<file path="src/rtl/nand_tm_pkg.sv">
package nand_tm_pkg;
  localparam int TM_FW = 8;

  typedef enum logic [1:0] {K_CMD = 2'b00, K_ADDR = 2'b01, K_WRITE = 2'b10, K_READ = 2'b11} req_kind_e;
  typedef enum logic [2:0] {PH_IDLE, PH_SETUP, PH_STROBE, PH_HOLD, PH_EXT} phase_e;

  typedef struct packed {
    logic [TM_FW-1:0] setup;
    logic [TM_FW-1:0] strobe;
    logic [TM_FW-1:0] hold;
    logic [TM_FW-1:0] ext;
    logic [TM_FW-1:0] acc;
  } phase_len_t;

  // zero field counts as a single tick
  function automatic logic [TM_FW-1:0] tick_eff(input logic [TM_FW-1:0] f);
    return (f == '0) ? TM_FW'(1) : f;
  endfunction

  // strobe-low length from a cycle length and a high time, clamped to one
  function automatic logic [TM_FW-1:0] low_ticks(input logic [TM_FW-1:0] cyc,
                                                 input logic [TM_FW-1:0] hi);
    logic [TM_FW-1:0] ec, eh;
    ec = tick_eff(cyc);
    eh = tick_eff(hi);
    return (ec > eh) ? ec - eh : TM_FW'(1);
  endfunction

  function automatic logic [TM_FW-1:0] span_max(input logic [TM_FW-1:0] a,
                                                input logic [TM_FW-1:0] b);
    return (tick_eff(a) > tick_eff(b)) ? tick_eff(a) : tick_eff(b);
  endfunction

  function automatic phase_len_t plan_lengths(input req_kind_e kind,
                                              input logic [4*TM_FW-1:0] tw,
                                              input logic [4*TM_FW-1:0] tr);
    phase_len_t l;
    l.setup = tick_eff(tw[4*TM_FW-1:3*TM_FW]);
    if (kind == K_READ) begin
      l.strobe = span_max(tr[4*TM_FW-1:3*TM_FW], tr[2*TM_FW-1:TM_FW]);
      l.hold   = tick_eff(tr[3*TM_FW-1:2*TM_FW]);
      l.ext    = tick_eff(tr[TM_FW-1:0]);
      l.acc    = tick_eff(tr[4*TM_FW-1:3*TM_FW]);
    end else begin
      l.strobe = low_ticks(tw[2*TM_FW-1:TM_FW], tw[TM_FW-1:0]);
      l.hold   = tick_eff(tw[TM_FW-1:0]);
      l.ext    = tick_eff(tw[3*TM_FW-1:2*TM_FW]);
      l.acc    = TM_FW'(1);
    end
    return l;
  endfunction
endpackage

</file>
<file path="src/rtl/nand_tm_phase_seq.sv">
module nand_tm_phase_seq
  import nand_tm_pkg::*;
(
  input  logic             clk,
  input  logic             rst_n,
  input  logic             start,
  input  phase_len_t       lens,
  output phase_e           phase,
  output logic [TM_FW-1:0] tick,
  output logic             fin
);
  logic [TM_FW-1:0] cur_len;
  logic             last;

  always_comb begin
    case (phase)
      PH_SETUP:  cur_len = lens.setup;
      PH_STROBE: cur_len = lens.strobe;
      PH_HOLD:   cur_len = lens.hold;
      PH_EXT:    cur_len = lens.ext;
      default:   cur_len = TM_FW'(1);
    endcase
  end

  assign last = (tick == cur_len);

  always_ff @(posedge clk) begin
    if (!rst_n) begin
      phase <= PH_IDLE;
      tick  <= '0;
      fin   <= 1'b0;
    end else begin
      fin <= 1'b0;
      if (phase == PH_IDLE) begin
        if (start) begin
          phase <= PH_SETUP;
          tick  <= TM_FW'(1);
        end
      end else if (last) begin
        tick <= TM_FW'(1);
        case (phase)
          PH_SETUP:  phase <= PH_STROBE;
          PH_STROBE: phase <= PH_HOLD;
          PH_HOLD:   phase <= PH_EXT;
          default: begin
            phase <= PH_IDLE;
            tick  <= '0;
            fin   <= 1'b1;
          end
        endcase
      end else begin
        tick <= tick + TM_FW'(1);
      end
    end
  end
endmodule

</file>
<file path="src/rtl/nand_tm_strobe_dec.sv">
module nand_tm_strobe_dec
  import nand_tm_pkg::*;
#(
  parameter int NUM_CS = 4,
  localparam int CS_W = (NUM_CS > 1) ? $clog2(NUM_CS) : 1
) (
  input  phase_e            phase,
  input  req_kind_e         kind,
  input  logic [CS_W-1:0]   cs,
  output logic [NUM_CS-1:0] ce_n,
  output logic              cle,
  output logic              ale,
  output logic              we_n,
  output logic              re_n,
  output logic              dq_oe
);
  logic active, window, strobing;

  assign active   = (phase != PH_IDLE);
  assign window   = active && (phase != PH_EXT);
  assign strobing = (phase == PH_STROBE);

  for (genvar g = 0; g < NUM_CS; g++) begin : g_ce
    assign ce_n[g] = !(active && (cs == CS_W'(g)));
  end

  assign cle   = window && (kind == K_CMD);
  assign ale   = window && (kind == K_ADDR);
  assign we_n  = !(strobing && (kind != K_READ));
  assign re_n  = !(strobing && (kind == K_READ));
  assign dq_oe = window && (kind != K_READ);
endmodule

</file>
<file path="src/rtl/nand_tm_ready_mon.sv">
module nand_tm_ready_mon #(
  parameter int NUM_CS = 4,
  localparam int CS_W = (NUM_CS > 1) ? $clog2(NUM_CS) : 1
) (
  input  logic              clk,
  input  logic              rst_n,
  input  logic [NUM_CS-1:0] rdy_in,
  input  logic [CS_W-1:0]   sel,
  output logic [31:0]       status_word
);
  logic rdy_q;

  always_ff @(posedge clk) begin
    if (!rst_n) rdy_q <= 1'b0;
    else        rdy_q <= rdy_in[sel];
  end

  assign status_word = {rdy_q, 31'd0};
endmodule

</file>
<file path="src/rtl/nand_strobe_timer.sv">
module nand_strobe_timer
  import nand_tm_pkg::*;
#(
  parameter int NUM_CS = 4,
  parameter int DATA_W = 8,
  localparam int CS_W = (NUM_CS > 1) ? $clog2(NUM_CS) : 1,
  localparam int TW_W = 4 * TM_FW
) (
  input  logic              clk,
  input  logic              rst_n,
  input  logic              req_valid,
  input  logic [1:0]        req_kind,
  input  logic [DATA_W-1:0] req_byte,
  input  logic [CS_W-1:0]   req_cs,
  input  logic [TW_W-1:0]   timing_wr,
  input  logic [TW_W-1:0]   timing_rd,
  input  logic [DATA_W-1:0] dq_in,
  input  logic [NUM_CS-1:0] rdy_in,
  output logic              idle,
  output logic              done,
  output logic [NUM_CS-1:0] ce_n,
  output logic              cle,
  output logic              ale,
  output logic              we_n,
  output logic              re_n,
  output logic [DATA_W-1:0] dq_out,
  output logic              dq_oe,
  output logic [DATA_W-1:0] rd_data,
  output logic [31:0]       status_word
);
  phase_e           phase;
  logic [TM_FW-1:0] tick;
  logic             accept;
  logic             samp_fire;
  req_kind_e        kind_q;
  logic [DATA_W-1:0] byte_q;
  logic [CS_W-1:0]  cs_q;
  phase_len_t       lens_q;

  assign idle   = (phase == PH_IDLE);
  assign accept = req_valid && idle;

  always_ff @(posedge clk) begin
    if (!rst_n) begin
      kind_q <= K_CMD;
      byte_q <= '0;
      cs_q   <= '0;
      lens_q <= '0;
    end else if (accept) begin
      kind_q <= req_kind_e'(req_kind);
      byte_q <= req_byte;
      cs_q   <= req_cs;
      lens_q <= plan_lengths(req_kind_e'(req_kind), timing_wr, timing_rd);
    end
  end

  nand_tm_phase_seq u_seq (
    .clk   (clk),
    .rst_n (rst_n),
    .start (accept),
    .lens  (lens_q),
    .phase (phase),
    .tick  (tick),
    .fin   (done)
  );

  nand_tm_strobe_dec #(.NUM_CS(NUM_CS)) u_dec (
    .phase (phase),
    .kind  (kind_q),
    .cs    (cs_q),
    .ce_n  (ce_n),
    .cle   (cle),
    .ale   (ale),
    .we_n  (we_n),
    .re_n  (re_n),
    .dq_oe (dq_oe)
  );

  // capture point: access count reached while the read strobe is low
  assign samp_fire = (phase == PH_STROBE) && (kind_q == K_READ) && (tick == lens_q.acc);

  always_ff @(posedge clk) begin
    if (!rst_n)         rd_data <= '0;
    else if (samp_fire) rd_data <= dq_in;
  end

  assign dq_out = byte_q;

  nand_tm_ready_mon #(.NUM_CS(NUM_CS)) u_rdy (
    .clk         (clk),
    .rst_n       (rst_n),
    .rdy_in      (rdy_in),
    .sel         (req_cs),
    .status_word (status_word)
  );
endmodule

</file>
<file path="config.mk">
export PLATFORM = sky130hd
export DESIGN_NAME = nand_strobe_timer
export DESIGN_NICKNAME = d
export VERILOG_FILES = /design/src/rtl/nand_tm_pkg.sv /design/src/rtl/nand_tm_phase_seq.sv /design/src/rtl/nand_tm_strobe_dec.sv /design/src/rtl/nand_tm_ready_mon.sv /design/src/rtl/nand_strobe_timer.sv
export SDC_FILE = /design/constraint.sdc
export NUM_CORES = 1
export LEC_CHECK = 0
export BUFFER_PORTS_ARGS = -buffer_cell sky130_fd_sc_hd__buf_4
export CAP_MARGIN = 20
export CORE_AREA = 2 2 98 100
export DETAILED_ROUTE_END_ITERATION = 12
export DIE_AREA = 0 0 100 102
export MAX_ROUTING_LAYER = met4
export PLACE_DENSITY = 0.8
export SYNTH_ARGS = -nofsm -noshare
export SYNTH_HDL_FRONTEND = slang
export SYNTH_SLANG_ARGS = --single-unit
</file>
<file path="constraint.sdc">
create_clock -name clk -period 2.9 [get_ports clk]
set_input_delay 0.58 -clock clk [delete_from_list [all_inputs] [get_ports clk]]
set_output_delay 0.58 -clock clk [all_outputs]
set_load 0.01 [all_outputs]
</file>
==> out/qor.yml <==
p_leak_nw: 2.65
syn_area_per_cell_sq_um: 8.02
asyncSetResetFlopFracSynth: 0
wl_per_cell_um: 15.3
synth_flop_cell: "dfxtp_1"
post_dp_cell_area_sq_um: 5480
final_util: 0.628
nNetsFinal: 785
rsz0062_at_grt: "no"
p_per_area_nw_per_um2: 681
cts_buffer_depth: 2
antenna_found_initial: 0
ys_ff_latch: 73
fin_skew_ns: 0.0100
h-tree-depth: 3
pre_cts_ws_ns: -0.210
start_util: 0.512
diodes: 0
num-fill-cells: 817
multiInputGateArea_sq_um: 2780
maxSlewViolCount: 0
grt_pass1_vias: 4146
grt_overflow: 0
ir_drop_mv: 0.377
worstHoldPathType: "reg2reg"
pwr-share-seq: 0.361
yosys.area.top_type: "dfxtp_1"
viasPerCell: 5.60
p_comb_frac: 0.398
cts_buffers: 9
numPortBuffers: 118
wirelength_um: 12100
cts_setup_buffers: 0
core-area_sq_um: 9110
finalWorstSetupSlack_ns: 0.217
ant_nets: 0
worst_pin_slew_ns: 0.692
layout-drive-gt1-share: 0.250
place_congestion: 0.917
synth_top_area_frac: 0.313
rrSetupSlack_ns: 0.22
grt_pass1_wl_um: 19300
cts.sinks: 73
fin_tns_setup_ns: 0
yosys_warnings: 0
seq_area_frac_synth: 0.313
swShare: 0.369
cts_root_buffer: "clkbuf_8"
syn-instance-count: 582
period_needed_ns: 2.68
cts_tree: "yes"
grt_max_degree: 46
post_cts_resized: 0
track_usage: 0.243
worstPathRequired_ns: 3.13
die_x_um: 100
intPower_mw: 2.46
finalCritPeriodShare: 0.925
clock_power_share: 0.241
synth.area.top_cells: "dfxtp_1, nand2_1, buf_4, a21boi_0, ha_1"
path_class: "reg2reg"
syn_area_sq_um: 4670
area_delta_synth_final_pct: 22.6
first_pass_iters: 5
cts.clk_slew.worst_paths_ns: 0.08
crit_fanout: 18
die_y_um: 102
drt-initial-drc-count: 266
die_area_sq_um: 10200
setup_viol: 0
cts_hold_buf: 0
dp_hpwl_um: 9170
p_sw_mw: 1.44
postLayoutCellArea_sq_um: 5720
cap_viol_max_count: 0
ios: 150
slew_headroom: 0.538
seqCellArea_sq_um: 1460
synth_cell_types: 57
startpoint_type: "flip-flop"
synth_edf_count: 0
hold_viol_final: 0
clock.fmax_mhz: 373
clock_latency_ns: 0.35
crit_arrival_ns: 2.91
status: "finished, final reports clean"
dr_total_vias: 4436
p_total_mw: 3.90
end_kind: "flip-flop"
rows: 35
drc: 0
-- logic make-up (layout without fill, tap and decap cells) --
logic type / after synthesis / count (layout) / synth area share
flops: 73 / 73 / 0.313
buf+inv: 104 / 173 / 0.116
mux: 21 / 21 / 0.0512
other cells: 1 / 31 / 0.000803
xor+xnor: 18 / 18 / 0.0338
simple gates: 216 / 216 / 0.232
compound gates: 131 / 131 / 0.203
fa+ha+maj: 18 / 18 / 0.0499
-- layer usage --
metal	up-vias	GRT usage	routed length (um)
met5	-	-	0
met4	0	0.0896	218
met3	20	0.0308	634
met2	147	0.419	6310
met1	2101	0.292	4940
li1	2168	-	-
-- cells in the mapped netlist (3+ instances only) --
| master | n |
|---|---|
| inv_1 | 19 |
| nand2_1 | 97 |
| mux2i_1 | 10 |
| buf_2 | 4 |
| a21oi_1 | 20 |
| buf_4 | 33 |
| o211ai_1 | 12 |
| nor4bb_1 | 5 |
| o21a_1 | 5 |
| buf_6 | 3 |
| and2_1 | 3 |
| nand3_1 | 26 |
| o31ai_1 | 3 |
| nand4_1 | 4 |
| nor3_1 | 10 |
| nor4_1 | 10 |
| xor2_1 | 5 |
| or3_1 | 3 |
| a22oi_1 | 5 |
| nor2_1 | 17 |
| mux2_2 | 9 |
| a221oi_1 | 6 |
| dfxtp_1 | 73 |
| and3_1 | 6 |
| nor3b_1 | 3 |
| a31oi_1 | 8 |
| ha_1 | 17 |
| xnor2_1 | 13 |
| a211oi_1 | 3 |
| a21boi_0 | 29 |
| clkbuf_1 | 42 |
| o21ai_0 | 15 |
| nor2b_1 | 17 |
| nand3b_1 | 3 |
| o2111ai_1 | 3 |
| o211a_1 | 14 |
-- cell type report --
class	instances	area share
clock buffer	12	0.0289
multi-input combinational	435	0.486
clock inverter	4	0.0129
inverter	20	0.0131
sequential	73	0.255
timing repair buffer	137	0.180
tap	111	0.0243
-- registers in the layout, summed over array words and instances, names as in the netlist --
| register | count |
|---|---|
| cs_q | 2 |
| u_seq.phase | 3 |
| dq_out | 8 |
| u_seq.tick | 8 |
| u_rdy.rdy_q | 1 |
| lens_q | 40 |
| rd_data | 8 |
| u_seq.fin | 1 |
| kind_q | 2 |
-- power groups by stage --
stage,Clock (mW),Combinational (mW),Sequential [mW]
finish,0.938,1.55,1.41
floorplan,0,1.12,1.32
CTS,0.946,1.55,1.40
global placement,0,1.50,1.42
detailed placement,0,1.54,1.42
global route,0.988,1.72,1.43
-- per-stage QoR --
stage / hold WS (ns) / std cells
after global placement: 0.452 / 776
after detailed placement: 0.452 / 776
after floorplan: 0.434 / 612
final: 0.468 / 792
after CTS: 0.464 / 792
after global routing: 0.490 / 792
-- cells in the final DEF, fill, tap and decap left out, types with 5 or more instances in the layout --
cell type,count
nor4bb_1,5
inv_1,19
clkbuf_8,12
xor2_1,5
nor3_1,10
nor4_1,10
mux2_2,9
and3_1,6
conb_1,31
mux2i_1,10
a21boi_0,29
xnor2_1,13
o21a_1,5
a31oi_1,8
nand2_1,96
o211a_1,14
a21oi_1,20
dfxtp_1,73
ha_1,17
nor2b_1,17
o211ai_1,12
nor2_1,17
nand3_1,26
a221oi_1,6
a22oi_1,5
buf_4,137
o21ai_0,15
-- path summary, 6_finish.rpt --
path                         to            from  cells past startpoint
setup / recovery  u_seq.tick[3]  u_seq.phase[0]                      8
hold / removal       lens_q[24]      lens_q[24]                      2
setup reg to reg  u_seq.tick[3]  u_seq.phase[0]                      8
hold reg to reg      lens_q[24]      lens_q[24]                      2
-- worst max-delay path, stage by stage (launching register included) --
cell     delay (ns)
dfxtp_1        0.72
nor2b_1        0.41
a31oi_1        0.16
and3_1         0.19
nor4_1         0.37
nand4_2        0.21
buf_4          0.20
nand3_1        0.17
o21ai_0        0.14
No activity file was read; power rests on OpenSTA's default activity.
